--- src/rtl/ics_pkg.sv ---
package ics_pkg;
  localparam int OPT_W   = 3;
  localparam int OPT_TMR = 0;
  localparam int OPT_CTX = 1;
  localparam int OPT_SPD = 2;

  typedef enum logic [1:0] {
    GIE_HOLD = 2'd0,
    GIE_CLR  = 2'd1,
    GIE_SET  = 2'd2,
    GIE_SW   = 2'd3
  } gie_act_e;
endpackage

--- src/rtl/ics_shadow_pair.sv ---
module ics_shadow_pair #(
  parameter int W = 8
) (
  input  logic         clk,
  input  logic         rst_n,
  input  logic         push_i,
  input  logic         pop_i,
  input  logic [W-1:0] live_i,
  output logic [W-1:0] b1_o,
  output logic [W-1:0] b2_o
);
  logic [W-1:0] b1_q, b2_q;

  always_ff @(posedge clk) begin
    if (!rst_n) begin
      b1_q <= '0;
      b2_q <= '0;
    end else if (push_i) begin
      b1_q <= live_i;
      b2_q <= b1_q;
    end else if (pop_i) begin
      b1_q <= b2_q;
    end
  end

  assign b1_o = b1_q;
  assign b2_o = b2_q;
endmodule

--- src/rtl/ics_gie_ctrl.sv ---
module ics_gie_ctrl
  import ics_pkg::*;
(
  input  logic clk,
  input  logic rst_n,
  input  logic take_i,
  input  logic ret_i,
  input  logic we_i,
  input  logic wd_i,
  output logic gie_o,
  output logic take_ok_o
);
  logic     gie_q;
  gie_act_e act;

  assign take_ok_o = take_i & gie_q & ~ret_i;

  always_comb begin
    if (ret_i)          act = GIE_SET;
    else if (take_ok_o) act = GIE_CLR;
    else if (we_i)      act = GIE_SW;
    else                act = GIE_HOLD;
  end

  always_ff @(posedge clk) begin
    if (!rst_n) gie_q <= 1'b0;
    else begin
      unique case (act)
        GIE_SET:  gie_q <= 1'b1;
        GIE_CLR:  gie_q <= 1'b0;
        GIE_SW:   gie_q <= wd_i;
        default:  gie_q <= gie_q;
      endcase
    end
  end

  assign gie_o = gie_q;
endmodule

--- src/rtl/ics_top.sv ---
module ics_top
  import ics_pkg::*;
#(
  parameter int BYTE_W = 8,
  parameter int WIDE_W = 16,
  parameter int PC_W   = 16
) (
  input  logic              clk,
  input  logic              rst_n,
  input  logic              take_i,
  input  logic [PC_W-1:0]   pc_i,
  input  logic              ret_i,
  input  logic [OPT_W-1:0]  ret_opt_i,
  input  logic              gie_we_i,
  input  logic              gie_wd_i,
  input  logic [BYTE_W-1:0] acc_i,
  input  logic [BYTE_W-1:0] stat_i,
  input  logic [BYTE_W-1:0] mulhi_i,
  input  logic [BYTE_W-1:0] asel_i,
  input  logic [WIDE_W-1:0] iptr_i,
  input  logic [WIDE_W-1:0] dptr_i,
  input  logic [WIDE_W-1:0] sptr_i,
  input  logic [WIDE_W-1:0] dreg_i,
  input  logic [BYTE_W-1:0] spd_i,
  input  logic [BYTE_W-1:0] tmr_i,
  output logic [BYTE_W-1:0] acc_o,
  output logic [BYTE_W-1:0] stat_o,
  output logic [BYTE_W-1:0] mulhi_o,
  output logic [BYTE_W-1:0] asel_o,
  output logic [WIDE_W-1:0] iptr_o,
  output logic [WIDE_W-1:0] dptr_o,
  output logic [WIDE_W-1:0] sptr_o,
  output logic [WIDE_W-1:0] dreg_o,
  output logic              ctx_load_o,
  output logic [BYTE_W-1:0] spd_o,
  output logic              spd_load_o,
  output logic [BYTE_W-1:0] tmr_o,
  output logic              tmr_load_o,
  output logic [PC_W-1:0]   pc_o,
  output logic              pc_load_o,
  output logic              gie_o
);
  localparam int CTX_W = 4 * BYTE_W + 4 * WIDE_W;

  logic             take_ok;
  logic [CTX_W-1:0] ctx_live, ctx_b1, ctx_b2;
  logic [BYTE_W-1:0] spd_b1, spd_b2;
  logic [PC_W-1:0]  pc_q;

  ics_gie_ctrl u_gie (
    .clk(clk), .rst_n(rst_n), .take_i(take_i), .ret_i(ret_i),
    .we_i(gie_we_i), .wd_i(gie_wd_i), .gie_o(gie_o), .take_ok_o(take_ok)
  );

  assign ctx_live = {acc_i, stat_i, mulhi_i, asel_i, iptr_i, dptr_i, sptr_i, dreg_i};

  ics_shadow_pair #(.W(CTX_W)) u_ctx (
    .clk(clk), .rst_n(rst_n), .push_i(take_ok),
    .pop_i(ret_i & ret_opt_i[OPT_CTX]), .live_i(ctx_live),
    .b1_o(ctx_b1), .b2_o(ctx_b2)
  );

  ics_shadow_pair #(.W(BYTE_W)) u_spd (
    .clk(clk), .rst_n(rst_n), .push_i(take_ok),
    .pop_i(ret_i & ret_opt_i[OPT_SPD]), .live_i(spd_i),
    .b1_o(spd_b1), .b2_o(spd_b2)
  );

  always_ff @(posedge clk) begin
    if (!rst_n)       pc_q <= '0;
    else if (take_ok) pc_q <= pc_i;
  end

  assign {acc_o, stat_o, mulhi_o, asel_o, iptr_o, dptr_o, sptr_o, dreg_o} = ctx_b1;
  assign ctx_load_o = ret_i & ret_opt_i[OPT_CTX];
  assign spd_o      = spd_b1;
  assign spd_load_o = ret_i & ret_opt_i[OPT_SPD];
  assign tmr_o      = tmr_i + acc_i;
  assign tmr_load_o = ret_i & ret_opt_i[OPT_TMR];
  assign pc_o       = pc_q;
  assign pc_load_o  = ret_i;

  logic unused_b2;
  assign unused_b2 = ^spd_b2;
endmodule

--- config.mk ---
export PLATFORM = sky130hd
export DESIGN_NAME = ics_top
export DESIGN_NICKNAME = d
export VERILOG_FILES = /design/src/rtl/ics_pkg.sv /design/src/rtl/ics_shadow_pair.sv /design/src/rtl/ics_gie_ctrl.sv /design/src/rtl/ics_top.sv
export SDC_FILE = /design/constraint.sdc
export NUM_CORES = 1
export LEC_CHECK = 0
export BUFFER_PORTS_ARGS = -buffer_cell sky130_fd_sc_hd__buf_2
export CORE_ASPECT_RATIO = 1.2
export CORE_MARGIN = 2
export CORE_UTILIZATION = 30
export DETAILED_ROUTE_END_ITERATION = 10
export GPL_TIMING_DRIVEN = 0
export MAX_ROUTING_LAYER = met4
export PLACE_DENSITY_LB_ADDON = 0.08
export SLEW_MARGIN = 20
export SYNTH_ARGS = -nofsm -noshare
export SYNTH_HDL_FRONTEND = slang
export SYNTH_SLANG_ARGS = --single-unit
--- constraint.sdc ---
create_clock -name clk -period 2.9 [get_ports clk]
set_input_delay 0.725 -clock clk [delete_from_list [all_inputs] [get_ports clk]]
set_output_delay 0.725 -clock clk [all_outputs]
set_load 0.02 [all_outputs]
==> results of run 1 <==
[final timing paths]
check | slack [ps] | startpoint | endpoint | cells after the start
worst min-delay path | 430 | pc_i[5] | pc_o[5] | 3
worst min register to register | 450 | pc_o[14] | pc_o[14] | 2
worst max-delay path | -20 | acc_i[0] | tmr_o[6] | 9
worst max register to register | 1340 | u_gie.gie_o | u_ctx.b1_o[93] | 5
[layer usage]
layer | vias to the layer above | share of wire (%) | wire length (um)
li1 | 4280 | - | -
met1 | 4067 | 45 | 13800
met2 | 224 | 47 | 14600
met3 | 33 | 6.3 | 1950
met4 | 0 | 1.7 | 524
met5 | - | 0 | 0
[registers in the layout, summed over array words and instances (netlist names)]
signal	flops
u_spd.b2_o	8
u_ctx.b1_o	96
u_spd.b1_o	8
pc_o	16
u_ctx.b2_o	96
u_gie.gie_o	1
[stage by stage]
stage / hold slack, ps / area [um2] / setup slack [ps]
floorplan: 435 / 9360 / 100
global placement: 440 / 11200 / -144
detailed placement: 443 / 11200 / -154
CTS: 406 / 12100 / -19.0
global route: 419 / 12200 / -71.9
finish: 433 / 12200 / -22.1
[synth_stat cells, drive strengths merged]
cell | instances | share of area, %
a41oi | 1 | 0.094
a211oi | 2 | 0.16
clkbuf | 33 | 1.3
o21bai | 1 | 0.080
inv | 6 | 0.27
buf | 56 | 4.2
dfxtp | 225 | 48
nor2 | 5 | 0.55
nand3b | 1 | 0.080
o211a | 47 | 5.0
fa | 1 | 0.21
nor3 | 1 | 0.053
xor2 | 1 | 0.094
a21o | 1 | 0.080
nor2b | 1 | 0.067
o31a | 1 | 0.094
ha | 7 | 0.94
nand2 | 390 | 16
a22oi | 57 | 4.6
o21ai | 3 | 0.16
nand3 | 45 | 2.4
or4 | 1 | 0.080
xnor2 | 3 | 0.28
a21oi | 6 | 0.32
mux2i | 4 | 0.43
and2 | 2 | 0.13
o211ai | 1 | 0.080
and3b | 1 | 0.094
a21boi | 177 | 14
o21a | 2 | 0.16
[logic make-up after synthesis]
| group | after synthesis | synth area share (%) |
|---|---|---|
| and+or+nand+nor | 447 | 19.1 |
| AOI/OAI and AO/OA | 299 | 25.0 |
| adders and majority gates | 8 | 1.15 |
| buffers and inverters | 95 | 5.80 |
| xor gates and xnor gates | 4 | 0.374 |
| muxes | 4 | 0.428 |
| DFF | 225 | 48.1 |
[what timing repair did]
item	4_1_cts	5_1_grt
resized for setup	13	2
buffers inserted	0	1
pin swaps	0	1
endpoints found under the setup margin	2	2
[worst min-delay path, delay by kind of cell]
family	cells	cell delay (ps)
buffers and inverters	1	100
AND/OR/NAND/NOR	1	40
AO/OA/AOI/OAI	1	50
[layout make-up]
| cell class | instances | area [um2] | area share (%) |
|---|---|---|---|
| clock buffer | 40 | 785 | 6.44 |
| timing repair buffer | 269 | 1370 | 11.3 |
| tap | 396 | 495 | 4.07 |
| multi-input combinational | 762 | 4360 | 35.8 |
| inverter | 6 | 25.0 | 0.205 |
| buffer | 89 | 518 | 4.25 |
| clock inverter | 6 | 105 | 0.863 |
| antenna | 5 | 12.5 | 0.103 |
| sequential | 225 | 4500 | 37.0 |
[power groups by stage]
stage / clock, uW / sequential [uW] / combinational, uW
floorplan: 0 / 3320 / 362
global placement: 0 / 3260 / 750
detailed placement: 0 / 3260 / 754
CTS: 3530 / 3190 / 770
global route: 3640 / 3200 / 831
finish: 3430 / 3190 / 754
==> flow_metrics.py, run 1 <==
metrics = {
    "floorplan": {
        "floorplan.initialDensity_pct": 30.6,
        "boundaryPins": 270,
        "core_um2": 30600,
        "std_cell_rows": 70,
        "chipWidth_um": 165,
        "dieHeight_um": 198,
        "floorplan.die_area_um2": 32600,
    },
    "global_routing": {
        "grt_first_pass_wirelength_mm": 47.8,
        "grt.met2_usage_pct": 31.4,
        "global_route.usage.met1_pct": 24.3,
        "gr_util_all_layers_pct": 19.2,
        "global_route.usage.met3_pct": 4.18,
        "grt_antenna_before_repair": 5,
        "busiest_layer": "met2",
        "pin_count_of_the_biggest_net_entering_global_routing": 13,
        "first_global_vias": 8466,
        "grt.overflow.total": 0,
    },
    "timing": {
        "setup_slack_ps": -22.1,
        "tns_ps": -22.1,
        "setup_violation_total_in_the_final_timing_report": 1,
        "worst-slew-pin-transition_ps": 778,
        "relSlewSlack_pct": 48.1,
        "count_of_pins_over_their_slew_limit": 0,
        "layout_min_cycle_time_ps": 2920,
        "post-route-period-util_pct": 101,
        "rsz0062_at_grt": "yes",
        "final.setup_skew_ps": 8.66,
        "fmaxAchievable_mhz": 342,
        "hold_viol_final": 0,
    },
    "power_and_ir_drop": {
        "power_per_cell_area_nw_per_um2": 606,
        "power_switching_share_pct": 24.6,
        "pwr-share-comb_pct": 10.2,
        "p_total_uw": 7370,
        "power.ir.vdd_worst_mv": 0.295,
        "cellInternalPower_uw": 5560,
        "pwr-share-seq_pct": 43.3,
        "clockPowerShare_pct": 46.5,
        "p_leak_uw": 0.00542,
        "total_switching_power_uw": 1810,
    },
    "drt": {
        "drt_first_iter_violations": 407,
        "dr.pass1.iters": 5,
        "final_wirelength_mm": 30.9,
        "drc_errors_left": 0,
        "antenna_left": 0,
        "avgRoutedWirePerCell_um": 17.2,
        "vias": 8604,
        "viasPerCell": 4.79,
    },
    "cts": {
        "cts_hold_repair.buffers": 0,
        "clkSlewWorstSetupHoldPaths_ps": 60,
        "clkSinkCount": 225,
        "cts.htree.levels": 1,
        "ctsRootBufferMaster": "sky130_fd_sc_hd__clkbuf_16",
        "cts_made_buffers": 26,
        "tritoncts": "built",
        "ctsLongestPathBuffers": 3,
        "clock_insertion_delay_worst_skew_ps": 520,
    },
    "synth": {
        "synth-seq-cells": 225,
        "seq_area_frac_synth_pct": 48.1,
        "avgSynthCellArea_um2": 8.65,
        "ys_warn_count": 0,
        "synthCells": 1082,
        "synth.cell_area_um2": 9360,
        "synthDistinctLibCells": 36,
        "synth_nets": 1227,
    },
    "setup_path": {
        "worstPathCellList": "buf_8, ha_4, inv_2, fa_2, nor2b_2, o31a_1, or4_1, nand3_2, buf_6",
        "critPathRequiredTime_ps": 2170,
        "cp_top_family": "simple AND/OR/NAND/NOR gates",
        "critPathKind": "in -> out",
        "end_kind": "output pin",
        "timing.critical_path.arrival_ps": 2200,
        "path_max_fanout": 3,
        "crit_buf_inv": 3,
        "worst_setup_path_start_kind": "input pin",
        "slowest_stage": "sky130_fd_sc_hd__or4_1",
        "cpPeakStageDelay_ps": 420,
    },
    "finish": {
        "drive_gt1_share_pct": 26.9,
        "fraction_of_the_core_area_covered_by_cells_at_the_end_of_the_flow_pct": 39.8,
        "stdcell_count": 1798,
        "area_growth_pct": 30.1,
        "most_common_cell_after_layout_fill_and_taps_aside": "sky130_fd_sc_hd__nand2_1",
        "layout.cells.most_common_list": "sky130_fd_sc_hd__nand2_1, sky130_fd_sc_hd__buf_2, sky130_fd_sc_hd__dfxtp_1, sky130_fd_sc_hd__a21boi_1, sky130_fd_sc_hd__a22oi_1",
        "fillCellCount": 3209,
        "final_net_count": 1524,
    },
    "outcome": {
        "status": "finished, violations left",
        "violations": "setup timing",
    },
    "run": {
        "max_cap_violations": 0,
    },
    "placement": {
        "detailedPlacementHpwl_mm": 22.0,
        "finalWeightedCongestion": 0.785,
        "io_buffers": 268,
        "dp_cells": 1746,
    },
    "min_path": {
        "path_category_of_the_worst_min_delay_check": "in -> reg",
    },
}
No activity file was read; power rests on OpenSTA's default activity.
==> inputs of run 2 (changes only) <==
Settings changed: RECOVER_POWER set to 50, SKIP_LAST_GASP set to 1, SLEW_MARGIN 20 to unset.
==> flow_metrics.py, run 2 (synthesis gave the netlist of run 1 again) <==
metrics = {
    "outcome": {
        "status": "finished, violations left",
        "violations": "setup timing",
    },
    "global_routing": {
        "grt_first_pass_wirelength_mm": 47.8,
        "grt.overflow.total": 0,
        "gr_util_all_layers_pct": 19.2,
        "grt_antenna_before_repair": 5,
        "first_global_vias": 8465,
        "pin_count_of_the_biggest_net_entering_global_routing": 13,
    },
    "drt": {
        "final_wirelength_mm": 30.9,
        "viasPerCell": 4.76,
        "dr.pass1.iters": 5,
        "antenna_left": 0,
        "vias": 8553,
        "avgRoutedWirePerCell_um": 17.2,
        "drt_first_iter_violations": 422,
        "drc_errors_left": 0,
    },
    "run": {
        "max_cap_violations": 0,
    },
    "placement": {
        "io_buffers": 268,
        "detailedPlace.worstSlack_ps": -154,
        "finalWeightedCongestion": 0.785,
        "placed_cell_area_um2": 11200,
        "detailedPlacementHpwl_mm": 22.0,
    },
    "timing": {
        "post-route-period-util_pct": 103,
        "worst-slew-pin-transition_ps": 946,
        "final.setup_skew_ps": 8.01,
        "whs_ps": 432,
        "fmaxAchievable_mhz": 334,
        "count_of_pins_over_their_slew_limit": 0,
        "hold_viol_final": 0,
        "layout_min_cycle_time_ps": 2990,
        "setup_slack_ps": -92.1,
        "relSlewSlack_pct": 37.0,
        "rsz0062_at_grt": "yes",
        "setup_violation_total_in_the_final_timing_report": 1,
    },
    "finish": {
        "area_growth_pct": 27.5,
        "drive_gt1_share_pct": 18.8,
        "postLayoutCellArea_um2": 11900,
        "layout.cells.most_common_list": "sky130_fd_sc_hd__nand2_1, sky130_fd_sc_hd__dfxtp_1, sky130_fd_sc_hd__buf_2, sky130_fd_sc_hd__clkbuf_1, sky130_fd_sc_hd__a21boi_1",
        "most_common_cell_after_layout_fill_and_taps_aside": "sky130_fd_sc_hd__nand2_1",
        "final_net_count": 1524,
    },
    "cts": {
        "ctsLongestPathBuffers": 3,
        "cts.htree.levels": 1,
        "ctsRootBufferMaster": "sky130_fd_sc_hd__clkbuf_16",
        "cts_made_buffers": 26,
        "clock_insertion_delay_worst_skew_ps": 530,
        "clkSlewWorstSetupHoldPaths_ps": 60,
        "tritoncts": "built",
        "clkSinkCount": 225,
    },
    "setup_path": {
        "number_of_cells_on_the_critical_path": 9,
        "timing.critical_path.arrival_ps": 2270,
        "worstPathCellList": "buf_2, ha_2, inv_1, fa_2, nor2b_1, o31a_1, or4_1, nand3_2, buf_6",
        "critPathKind": "in -> out",
        "cpPeakStageDelay_ps": 420,
        "worst_setup_path_start_kind": "input pin",
        "slowest_stage": "sky130_fd_sc_hd__or4_1",
        "cp_top_family": "simple AND/OR/NAND/NOR gates",
        "r2r.worst_path.cells": 6,
        "crit_buf_inv": 3,
        "end_kind": "output pin",
        "path_max_fanout": 3,
        "critPathRequiredTime_ps": 2170,
    },
    "power_and_ir_drop": {
        "power.ir.vdd_worst_mv": 0.294,
        "p_leak_uw": 0.00492,
        "power_per_cell_area_nw_per_um2": 615,
    },
    "floorplan": {
        "floorplan.initialDensity_pct": 30.6,
        "dieHeight_um": 198,
        "boundaryPins": 270,
        "std_cell_rows": 70,
        "floorplan.die_area_um2": 32600,
        "chipWidth_um": 165,
        "core_um2": 30600,
    },
    "min_path": {
        "whs_path_depth": 3,
        "path_category_of_the_worst_min_delay_check": "in -> reg",
    },
}
==> run 2: stage by stage <==
| stage | setup TNS [ps] | util [%] | total power (uW) | instances |
|---|---|---|---|---|
| after floorplan | 0 | - | 3680 | 1082 |
| after global placement | -149 | 36.6 | 4010 | 1746 |
| after detailed placement | -176 | 36.6 | 4020 | 1746 |
| after CTS | -108 | 39.6 | 7490 | 1792 |
| after global routing | -864 | 39.0 | 7640 | 1797 |
| final | -92.1 | 39.1 | 7340 | 1798 |
==> run 2: where the power goes <==
group	total [uW]	switching [uW]	internal (uW)
clock network	3430	1310	2110
logic	722	454	269
registers	3200	43.5	3150
total	7340	1810	5530
==> run 2: area by class of cell <==
cell class	count	area (um2)
Fill cell	3250	18600
Sequential cell	225	4500
Multi-Input combinational cell	762	4310
Timing Repair Buffer	269	1230
Clock buffer	40	785
Tap cell	396	495
Buffer	89	470
Clock inverter	6	105
Inverter	6	25.0
Antenna cell	5	12.5
==> run 2: repair_timing <==
action | 4_1_cts | 5_1_grt
setup endpoints to repair | 2 | 3
hold buffers | 0 | 0
gates resized for setup | 5 | 0
pin swaps | 0 | 1
cloned | 0 | 0
buffers inserted | 0 | 1
==> run 2: path summary, 6_finish.rpt <==
check | start | end | slack (ps)
worst min register to register | u_ctx.b2_o[29] | u_ctx.b2_o[29] | 450
worst max register to register | u_gie.gie_o | u_spd.b2_o[6] | 220
worst max-delay path | acc_i[0] | tmr_o[6] | -90
worst min-delay path | pc_i[5] | pc_o[5] | 430
==> run 2: worst register-to-register path, delay by kind of cell, from the launching register on <==
| kind | cells | cell delay, ps |
|---|---|---|
| and+or+nand+nor | 2 | 250 |
| AOI/OAI and AO/OA | 1 | 140 |
| buffers and inverters | 3 | 1840 |
| DFF | 1 | 380 |
==> run 2: per-layer routing <==
layer | vias up | GRT usage [%] | share of wire (%)
li1 | 4279 | - | -
met1 | 4022 | 24.3 | 45
met5 | - | - | 0
met4 | 0 | 4.28 | 1.7
met2 | 219 | 31.4 | 47
met3 | 33 | 4.18 | 6.4
